==> config.mk <==
export PLATFORM = sky130hd
export DESIGN_NAME = region_dock
export DESIGN_NICKNAME = d
export VERILOG_FILES = /design/src/rtl/dock_pkg.sv /design/src/rtl/dock_decode.sv /design/src/rtl/dock_fifo.sv /design/src/rtl/dock_irq.sv /design/src/rtl/region_dock.sv
export SDC_FILE = /design/constraint.sdc
export NUM_CORES = 1
export LEC_CHECK = 0
export BUFFER_PORTS_ARGS = -buffer_cell sky130_fd_sc_hd__buf_2
export CAP_MARGIN = 30
export CORE_UTILIZATION = 46
export DETAILED_ROUTE_END_ITERATION = 10
export GPL_ROUTABILITY_DRIVEN = 0
export PLACE_DENSITY_LB_ADDON = 0.25
export SETUP_SLACK_MARGIN = 0.5
export SLEW_MARGIN = 15
export SYNTH_ARGS = -nofsm -noshare
export SYNTH_HDL_FRONTEND = slang
export SYNTH_SLANG_ARGS = --single-unit
==> constraint.sdc <==
create_clock -name clk -period 5.52 [get_ports clk]
set_input_delay 1.104 -clock clk [delete_from_list [all_inputs] [get_ports clk]]
set_output_delay 1.104 -clock clk [all_outputs]
set_load 0.1 [all_outputs]
==> src/rtl/dock_pkg.sv <==
package dock_pkg;
   typedef enum logic [1:0] {
      OFF_DATA = 2'd0,
      OFF_CTRL = 2'd1,
      OFF_RSV2 = 2'd2,
      OFF_RSV3 = 2'd3
   } dock_off_e;

   localparam int ST_FULL    = 0;
   localparam int ST_EMPTY   = 1;
   localparam int ST_IRQ     = 2;
   localparam int ST_CNT_LSB = 8;
   localparam int CTRL_CLR   = 0;
endpackage

==> src/rtl/dock_decode.sv <==
module dock_decode
   import dock_pkg::*;
#(
   parameter int ADDR_W = 16,
   parameter logic [ADDR_W-1:0] BASE_ADDR = '0
) (
   input  logic [ADDR_W-1:0] addr,
   output logic              hit,
   output dock_off_e         off
);
   localparam int WIN_LSB = 4;

   always_comb begin
      hit = (addr[ADDR_W-1:WIN_LSB] == BASE_ADDR[ADDR_W-1:WIN_LSB]) &&
            (addr[1:0] == 2'b00);
      off = dock_off_e'(addr[3:2]);
   end
endmodule

==> src/rtl/dock_fifo.sv <==
module dock_fifo #(
   parameter int W     = 32,
   parameter int DEPTH = 16
) (
   input  logic                         clk,
   input  logic                         rst_n,
   input  logic                         push,
   input  logic [W-1:0]                 pdata,
   input  logic                         pop,
   output logic [W-1:0]                 qdata,
   output logic                         full,
   output logic                         empty,
   output logic [$clog2(DEPTH+1)-1:0]   cnt
);
   localparam int PTR_W = (DEPTH > 1) ? $clog2(DEPTH) : 1;
   localparam int CNT_W = $clog2(DEPTH + 1);
   localparam logic [PTR_W-1:0] LAST = PTR_W'(DEPTH - 1);
   localparam bit   POW2 = ((1 << PTR_W) == DEPTH);

   logic [W-1:0]     mem [DEPTH];
   logic [PTR_W-1:0] wr_ptr, rd_ptr, wr_inc, rd_inc;
   logic             do_push, do_pop;

   assign full    = (cnt == CNT_W'(DEPTH));
   assign empty   = (cnt == '0);
   assign do_push = push && !full;
   assign do_pop  = pop && !empty;
   assign qdata   = mem[rd_ptr];

   generate
      if (POW2) begin : g_wrap_free
         assign wr_inc = wr_ptr + 1'b1;
         assign rd_inc = rd_ptr + 1'b1;
      end else begin : g_wrap_cmp
         assign wr_inc = (wr_ptr == LAST) ? '0 : wr_ptr + 1'b1;
         assign rd_inc = (rd_ptr == LAST) ? '0 : rd_ptr + 1'b1;
      end
   endgenerate

   always_ff @(posedge clk) begin
      if (do_push) mem[wr_ptr] <= pdata;
   end

   always_ff @(posedge clk or negedge rst_n) begin
      if (!rst_n) begin
         wr_ptr <= '0;
         rd_ptr <= '0;
         cnt    <= '0;
      end else begin
         if (do_push) wr_ptr <= wr_inc;
         if (do_pop)  rd_ptr <= rd_inc;
         case ({do_push, do_pop})
            2'b10:   cnt <= cnt + 1'b1;
            2'b01:   cnt <= cnt - 1'b1;
            default: cnt <= cnt;
         endcase
      end
   end

   // the count can never pass the depth
   p_no_overflow_r5: assert property (@(posedge clk) disable iff (!rst_n)
      cnt <= CNT_W'(DEPTH));
   // a push into a full FIFO leaves the count unchanged
   p_full_hold_r5: assert property (@(posedge clk) disable iff (!rst_n)
      (full && !pop) |=> full);
endmodule

==> src/rtl/dock_irq.sv <==
module dock_irq (
   input  logic clk,
   input  logic rst_n,
   input  logic set_i,
   input  logic clr_i,
   output logic irq_o
);
   always_ff @(posedge clk or negedge rst_n) begin
      if (!rst_n) irq_o <= 1'b0;
      else        irq_o <= set_i | (irq_o & ~clr_i);
   end

   p_irq_sticky_r8: assert property (@(posedge clk) disable iff (!rst_n)
      (irq_o && !clr_i) |=> irq_o);
   p_irq_raise_r8: assert property (@(posedge clk) disable iff (!rst_n)
      set_i |=> irq_o);
endmodule

==> src/rtl/region_dock.sv <==
module region_dock
   import dock_pkg::*;
#(
   parameter int ADDR_W = 16,
   parameter int DATA_W = 32,
   parameter int DEPTH  = 16,
   parameter logic [ADDR_W-1:0] BASE_ADDR = 16'h1000
) (
   input  logic              clk,
   input  logic              rst_n,
   input  logic              bus_req,
   input  logic              bus_we,
   input  logic [ADDR_W-1:0] bus_addr,
   input  logic [DATA_W-1:0] bus_wdata,
   output logic              bus_ack,
   output logic [DATA_W-1:0] bus_rdata,
   output logic [DATA_W-1:0] wr_chan,
   output logic              wr_stb,
   input  logic [DATA_W-1:0] rd_chan,
   input  logic              res_valid,
   input  logic [DATA_W-1:0] res_data,
   output logic              res_ready,
   output logic              drn_valid,
   output logic [DATA_W-1:0] drn_data,
   input  logic              drn_ready,
   output logic              irq
);
   localparam int CNT_W = $clog2(DEPTH + 1);

   generate
      if (DEPTH < 2) begin : g_bad_depth
         initial $error("region_dock: DEPTH must be at least 2");
      end
      if (ST_CNT_LSB + CNT_W > DATA_W) begin : g_bad_width
         initial $error("region_dock: fill count does not fit the status word");
      end
      if (ADDR_W < 5) begin : g_bad_addr
         initial $error("region_dock: ADDR_W must exceed the window");
      end
   endgenerate

   logic             hit, full, empty, accept, op_wr, clr;
   dock_off_e        off;
   logic [CNT_W-1:0] cnt;
   logic [DATA_W-1:0] status, rsel;

   dock_decode #(.ADDR_W(ADDR_W), .BASE_ADDR(BASE_ADDR)) u_dec (
      .addr(bus_addr), .hit(hit), .off(off));

   dock_fifo #(.W(DATA_W), .DEPTH(DEPTH)) u_fifo (
      .clk(clk), .rst_n(rst_n),
      .push(res_valid), .pdata(res_data),
      .pop(drn_ready), .qdata(drn_data),
      .full(full), .empty(empty), .cnt(cnt));

   assign res_ready = !full;
   assign drn_valid = !empty;

   assign accept = bus_req && hit && !bus_ack &&
                   !(bus_we && (off == OFF_DATA) && full);
   assign op_wr  = accept && bus_we && (off == OFF_DATA);
   assign clr    = accept && bus_we && (off == OFF_CTRL) && bus_wdata[CTRL_CLR];

   dock_irq u_irq (.clk(clk), .rst_n(rst_n), .set_i(full), .clr_i(clr), .irq_o(irq));

   always_comb begin
      status = '0;
      status[ST_FULL]  = full;
      status[ST_EMPTY] = empty;
      status[ST_IRQ]   = irq;
      status[ST_CNT_LSB +: CNT_W] = cnt;
      case (off)
         OFF_DATA: rsel = rd_chan;
         OFF_CTRL: rsel = status;
         default:  rsel = '0;
      endcase
   end

   always_ff @(posedge clk or negedge rst_n) begin
      if (!rst_n) begin
         bus_ack   <= 1'b0;
         bus_rdata <= '0;
         wr_chan   <= '0;
         wr_stb    <= 1'b0;
      end else begin
         bus_ack <= accept;
         wr_stb  <= op_wr;
         if (op_wr) wr_chan <= bus_wdata;
         if (accept && !bus_we) bus_rdata <= rsel;
      end
   end

   // one strobe cycle per write
   p_stb_single_r3: assert property (@(posedge clk) disable iff (!rst_n)
      wr_stb |=> !wr_stb);
   // operand changes only with a strobe
   p_wrchan_hold_r2: assert property (@(posedge clk) disable iff (!rst_n)
      !$stable(wr_chan) |-> wr_stb);
   // acknowledge lasts one cycle
   p_ack_single_r4: assert property (@(posedge clk) disable iff (!rst_n)
      bus_ack |=> !bus_ack);
   // nothing answers outside the window
   p_outside_r1: assert property (@(posedge clk) disable iff (!rst_n)
      (bus_req && !hit && !bus_ack) |=> !bus_ack);
   // operand writes stall while full
   p_stall_full_r7: assert property (@(posedge clk) disable iff (!rst_n)
      (bus_req && bus_we && hit && off == OFF_DATA && full && !bus_ack) |=> !wr_stb);
endmodule

# [Yosys cells after proc, flatten, opt, wreduce, memory -nomap -nowiden]
# Memory sizes are Yosys's and may differ from the RTL's.
# Cells that the tools add are included.
[totals] regBits=80 mem_bits_rw=512 input_bits=118 out_inout_bits=101 wordCells=47 n_memories=1
[mem_list] name="u_fifo.mem" words=16 word_bits=32 read_ports=1 rd_ports_with_merged_regs=0 write_ports=1 line="dock_fifo.sv:20" rtl="logic [W-1:0] mem [DEPTH];"
[op_classes] n_addsub=4 eq_ne=5 mux=4 bitwise_logic=3 n_reduce_logical=22
[ops] cell="$pmux W32 S2" count=1
[ops] cell="$logic_and A1 B1 Y1" count=13
[ops] cell="$eq A12 B9 Y1 const B" count=1
[ops] cell="$pmux W5 S2" count=1
[ops] cell="$add A4 B1 Y4 const B" count=2
[ops] cell="$add A5 B1 Y5 const B" count=1
[ops] cell="$eq A5 B5 Y1 const B" count=1
[ops] cell="$logic_not A1 Y1" count=5
[ops] cell="$logic_not A5 Y1" count=1
[ops] cell="$sub A5 B1 Y5 const B" count=1
[ops] cell="$eq A2 B1 Y1 const B" count=2
[ops] cell="$logic_not A2 Y1" count=2
[ops] cell="$eq A2 B2 Y1 const B" count=1
[ops] cell="$mux W1" count=2
[ops] cell="$reduce_bool A2 Y1" count=1
[ops] cell="$and A1 B1 Y1" count=1
[ops] cell="$not A1 Y1" count=1
[ops] cell="$or A1 B1 Y1" count=1

# [Longest topological paths before layout]
[depth] depth_word=11 depth_mapped=10 ltp_nobuf=10

# [Cells and area by module]
# Synthesis repeated with hierarchy kept, for this count alone.
[hier_totals] hier_cells=1240 area_unflattened_um2=23269.8
[by_module_without_submodules] mod="dock_fifo" instances=1 cells_per_inst=1012 area_each_um2=20408.3 seq_area_each_um2=15700.1
[by_module_without_submodules] mod="region_dock" instances=1 cells_per_inst=218 area_each_um2=2776.4 seq_area_each_um2=1651.6
[by_module_without_submodules] mod="dock_decode" instances=1 cells_per_inst=7 area_each_um2=48.8 seq_area_each_um2=0.0
[by_module_without_submodules] mod="dock_irq" instances=1 cells_per_inst=3 area_each_um2=36.3 seq_area_each_um2=25.0

# [Worst setup path after synthesis]
# Ideal clock, no wire load.
[synth_timing] path_kind="input to register" from="input res_valid" to="memory u_fifo.mem[3][0] (enable)" setup_time_ps=461 arrival_ps=3802 t_required_ps=5059 slack_ps=1258 path_stages=3 path_buffers=0 cell_sequence="a21boi_2 > nand2_1 > nor3_1"
[synth_via] elab_chain_len=3
[synth_lines] element="from (decl)" line="region_dock.sv:20" rtl="input logic res_valid,"
[synth_lines] element="$logic_and A1 B1 Y1" line="dock_fifo.sv:26" rtl="assign do_push = push && !full;"
[synth_lines] element="$mux W1" line="dock_fifo.sv:41" rtl="if (do_push) mem[wr_ptr] <= pdata;"
[synth_lines] element="$mux W1 (implied by the code)" line="dock_fifo.sv:41"
[synth_lines] element="to (decl)" line="dock_fifo.sv:20"
# No other way between the ends.

# [Final worst setup path]
[layout_timing] from="register u_fifo.rd_ptr[0]" to="output drn_data[28]"
[layout_via] elab_chain_len=1
[layout_lines] element="from (decl)" line="dock_fifo.sv:21" rtl="logic [PTR_W-1:0] wr_ptr, rd_ptr, wr_inc, rd_inc;"
[layout_lines] element="from (signal assigned)" line="dock_fifo.sv:51" rtl="if (do_pop) rd_ptr <= rd_inc;"
[layout_lines] element="$mem_v2 Z16 W32"
[layout_lines] element="to (decl)" line="region_dock.sv:24" rtl="output logic [DATA_W-1:0] drn_data,"
# No other way between the ends.

==> results.cfg <==
[status]
outcome = finished, final reports clean

[global_route]
gr-total-overflow = 0
grt_start_max_net_pins = 65
grt_antenna_before_repair = 1
global_routing_usage_summed_across_all_routing_layers_pct = 20.3
grt_pass1_wl_um = 75100
via_count_of_the_first_global_routing_pass = 11900

[clock_network]
post_cts_hold_buffer_count = 0
clock_latency_ns = 0.63
cts_max_level = 2
clockRootBuffer = sky130_fd_sc_hd__clkbuf_16
tritoncts.num_buffers = 59
cts_tree = done
clockBufferDepth = 3
post_cts.resized_instances = 0
cts_num_sinks = 592
cts.clk_slew.worst_paths_ns = 0.06
cts_setup_buffers = 0

[placement]
dpl.hpwl_um = 28900
io_buffers = 218

[floorplan]
floorplan.initialDensity_pct = 46.7
fp.dieArea_um2 = 50700
floorplan.core_area_um2 = 49100
die_h_um = 225
rows = 81
dieWidth_um = 225
floorplan.io_pins = 219

[route]
drt-vias-per-instance = 5.58
drc = 0
wirelength_um = 50100
num_vias = 11500
detailedRoute.firstPassIterationCount = 5
drt.antenna.violating_nets = 0
initialDrtViolationCount = 985
detail_route.wl_per_cell_um = 24.3

[timing]
finalWorstPathRequiredPeriod_ns = 4.21
rsz_0062_raised_after_global_routing = no
timing.fmax_ghz = 0.237
setup_violations = 0
final.setup.tns_ns = 0
timing_max_transition_violations_final = 0
maxSlewHeadroom_pct = 37.0
finalCritPeriodShare_pct = 76.3
worst_clock_skew_ns = 0.0272
worst-slew-pin-transition_ns = 0.943
final-hold-violation-count = 0

[synthesis]
mappedNetlistArea_um2 = 22900
synthDistinctLibCells = 44
synth-async-reset-ratio_pct = 13.5
avgSynthCellArea_um2 = 20.6
register_bit_total_from_synthesis = 592
post_synth_most_frequent_cells = sky130_fd_sc_hd__edfxtp_1 (512), sky130_fd_sc_hd__mux4_2 (128), sky130_fd_sc_hd__dfrtp_1 (80)
yosysSeqAreaShare_pct = 75.9
synth-edff-count = 512
syn-instance-count = 1110
synthDominantCellAreaShare_pct = 67.2
synth_top_cell_by_area = sky130_fd_sc_hd__edfxtp_1
synth.most_common_cell = sky130_fd_sc_hd__edfxtp_1
synth-main-ff-cell = sky130_fd_sc_hd__edfxtp_1
syn_nets = 1238
synth_top_area_cells = sky130_fd_sc_hd__edfxtp_1 (67%), sky130_fd_sc_hd__mux4_2 (13%), sky130_fd_sc_hd__dfrtp_1 (8.7%)
yosys_warn_count = 0

[setup_path]
path_delay_family = buffers and inverters
cp_slowest_stage_delay_ns = 0.76
largest_fanout_of_any_net_on_the_critical_path = 25
cp.required_ns = 4.42
crit_path_top_delay_cell = sky130_fd_sc_hd__dfrtp_4
cp_cell_sequence = buf_4 > mux4_2 > a22oi_1 > nand2_1 > buf_2
critical_path_buf_inv_count = 2
path_class = flop to output port
setup.worst_path.end_class = output port
crit_path_start_kind = flop
cp_data_arrival_time_ns = 3.11

[power_and_ir_drop]
p_seq_share_pct = 38.4
power.density_cell_area_nw_per_um2 = 544
total_leakage_power_uw = 0.00961
cellInternalPower_uw = 9020
swShare_pct = 38.2
switching_power_uw = 5570
clock_network_fraction_of_total_power_pct = 26.2
comb_power_share_pct = 35.5
peakVddDrop_mv = 0.374

[flow_run]
drv.max_cap_violation_count = 0

[final_layout]
drive_above_1_share_pct = 37.2
multiInputGateArea_um2 = 5320
fillerInstances = 3888
final_core_utilization_pct = 54.7
layout-area-overhead-vs-synth_pct = 17.3
finish.net_count = 1484
layout.area.seq_um2 = 17400

[hold_path]
timing.hold.worst.class = input port to asynchronous set/reset pin
cell families after synthesis:
| kind of cell | after synthesis | share of synthesized area, % |
|---|---|---|
| and+or+nand+nor | 114 | 2.43 |
| adders and majority gates | 10 | 0.579 |
| AOI/OAI and AO/OA | 138 | 4.16 |
| DFF | 592 | 75.9 |
| buffers and inverters | 76 | 1.42 |
| muxes | 171 | 15.1 |
| xor gates and xnor gates | 9 | 0.344 |
power by group through the flow:
stage	logic (uW)	clock network [uW]	registers, uW
finish	5180	3820	5600
global route	5460	4060	5650
CTS	5230	3900	5610
detailed placement	5220	0	5700
global placement	5200	0	5680
floorplan	4140	0	5490
worst reg2reg max path, delay by kind of cell, from the launching register on:
kind | cells | cell delay (ns)
DFF | 1 | 0.46
buffers and inverters | 2 | 0.22
muxes | 1 | 0.34
and+or+nand+nor | 2 | 0.63
adders and majority gates | 2 | 0.72
AOI/OAI and AO/OA | 3 | 0.67
path summary, 6_finish.rpt:
check | from | to | slack [ns] | depth (start not counted)
max | u_fifo.rd_ptr[0] | drn_data[28] | 1.31 | 5
min | rst_n | bus_rdata[28] | 0.43 | 1
max reg2reg | u_fifo.cnt[1] | u_fifo.cnt[4] | 2.39 | 10
min reg2reg | wr_chan[31] | wr_chan[31] | 0.49 | 1
max in group asynchronous | rst_n | u_fifo.rd_ptr[0] | 4.05 | 2
min in group clk | wr_chan[31] | wr_chan[31] | 0.49 | 1
metal layers:
metal | vias up | GRT usage (%) | share of wire, %
li1 | 5047 | - | -
met1 | 6041 | 28.3 | 43
met5 | - | 0 | 0.034
met2 | 363 | 32.9 | 49
met4 | 2 | 6.23 | 2.1
met3 | 80 | 3.62 | 5.8
layout by cell type (no fill, tap or decap), types with 7 or more instances in the layout:
master	count
sky130_fd_sc_hd__o31ai_1	24
sky130_fd_sc_hd__nand2_1	69
sky130_fd_sc_hd__mux2_4	29
sky130_fd_sc_hd__nor2_4	13
sky130_fd_sc_hd__clkbuf_16	60
sky130_fd_sc_hd__clkinv_2	7
sky130_fd_sc_hd__o21ai_0	35
sky130_fd_sc_hd__clkbuf_1	19
sky130_fd_sc_hd__buf_4	31
sky130_fd_sc_hd__buf_2	217
sky130_fd_sc_hd__mux2i_1	7
sky130_fd_sc_hd__ha_1	9
sky130_fd_sc_hd__a22oi_1	64
sky130_fd_sc_hd__dfrtp_1	78
sky130_fd_sc_hd__clkinv_1	9
sky130_fd_sc_hd__inv_1	8
sky130_fd_sc_hd__edfxtp_1	512
sky130_fd_sc_hd__mux4_2	128
layout make-up:
| cell class | count | share of cell area [%] |
|---|---|---|
| Antenna cell | 1 | 0.00932 |
| Tap cell | 664 | 3.09 |
| Timing Repair Buffer | 253 | 5.31 |
| Clock inverter | 23 | 0.825 |
| Multi-Input combinational cell | 442 | 19.8 |
| Sequential cell | 592 | 64.8 |
| Clock buffer | 83 | 6.06 |
| Inverter | 8 | 0.112 |
metrics by stage:
step | std cells | instance area, um2 | setup slack [ns] | hold slack, ns | total power, uW
floorplan | 1110 | 22900 | 1.26 | 0.494 | 9640
global placement | 1957 | 24900 | 1.85 | 0.473 | 10900
detailed placement | 1957 | 24900 | 1.85 | 0.480 | 10900
CTS | 2063 | 26800 | 1.18 | 0.411 | 14700
global route | 2065 | 26800 | 1.06 | 0.435 | 15200
finish | 2066 | 26800 | 1.31 | 0.433 | 14600
registers in the layout, indices dropped and copies added (netlist names):
register / cells
u_fifo.rd_ptr: 4
u_fifo.cnt: 5
u_fifo.wr_ptr: 4
bus_ack: 1
u_fifo.mem: 512
wr_chan: 32
u_irq.irq_o: 1
bus_rdata: 32
wr_stb: 1
Power figures use the tool's default switching activity.
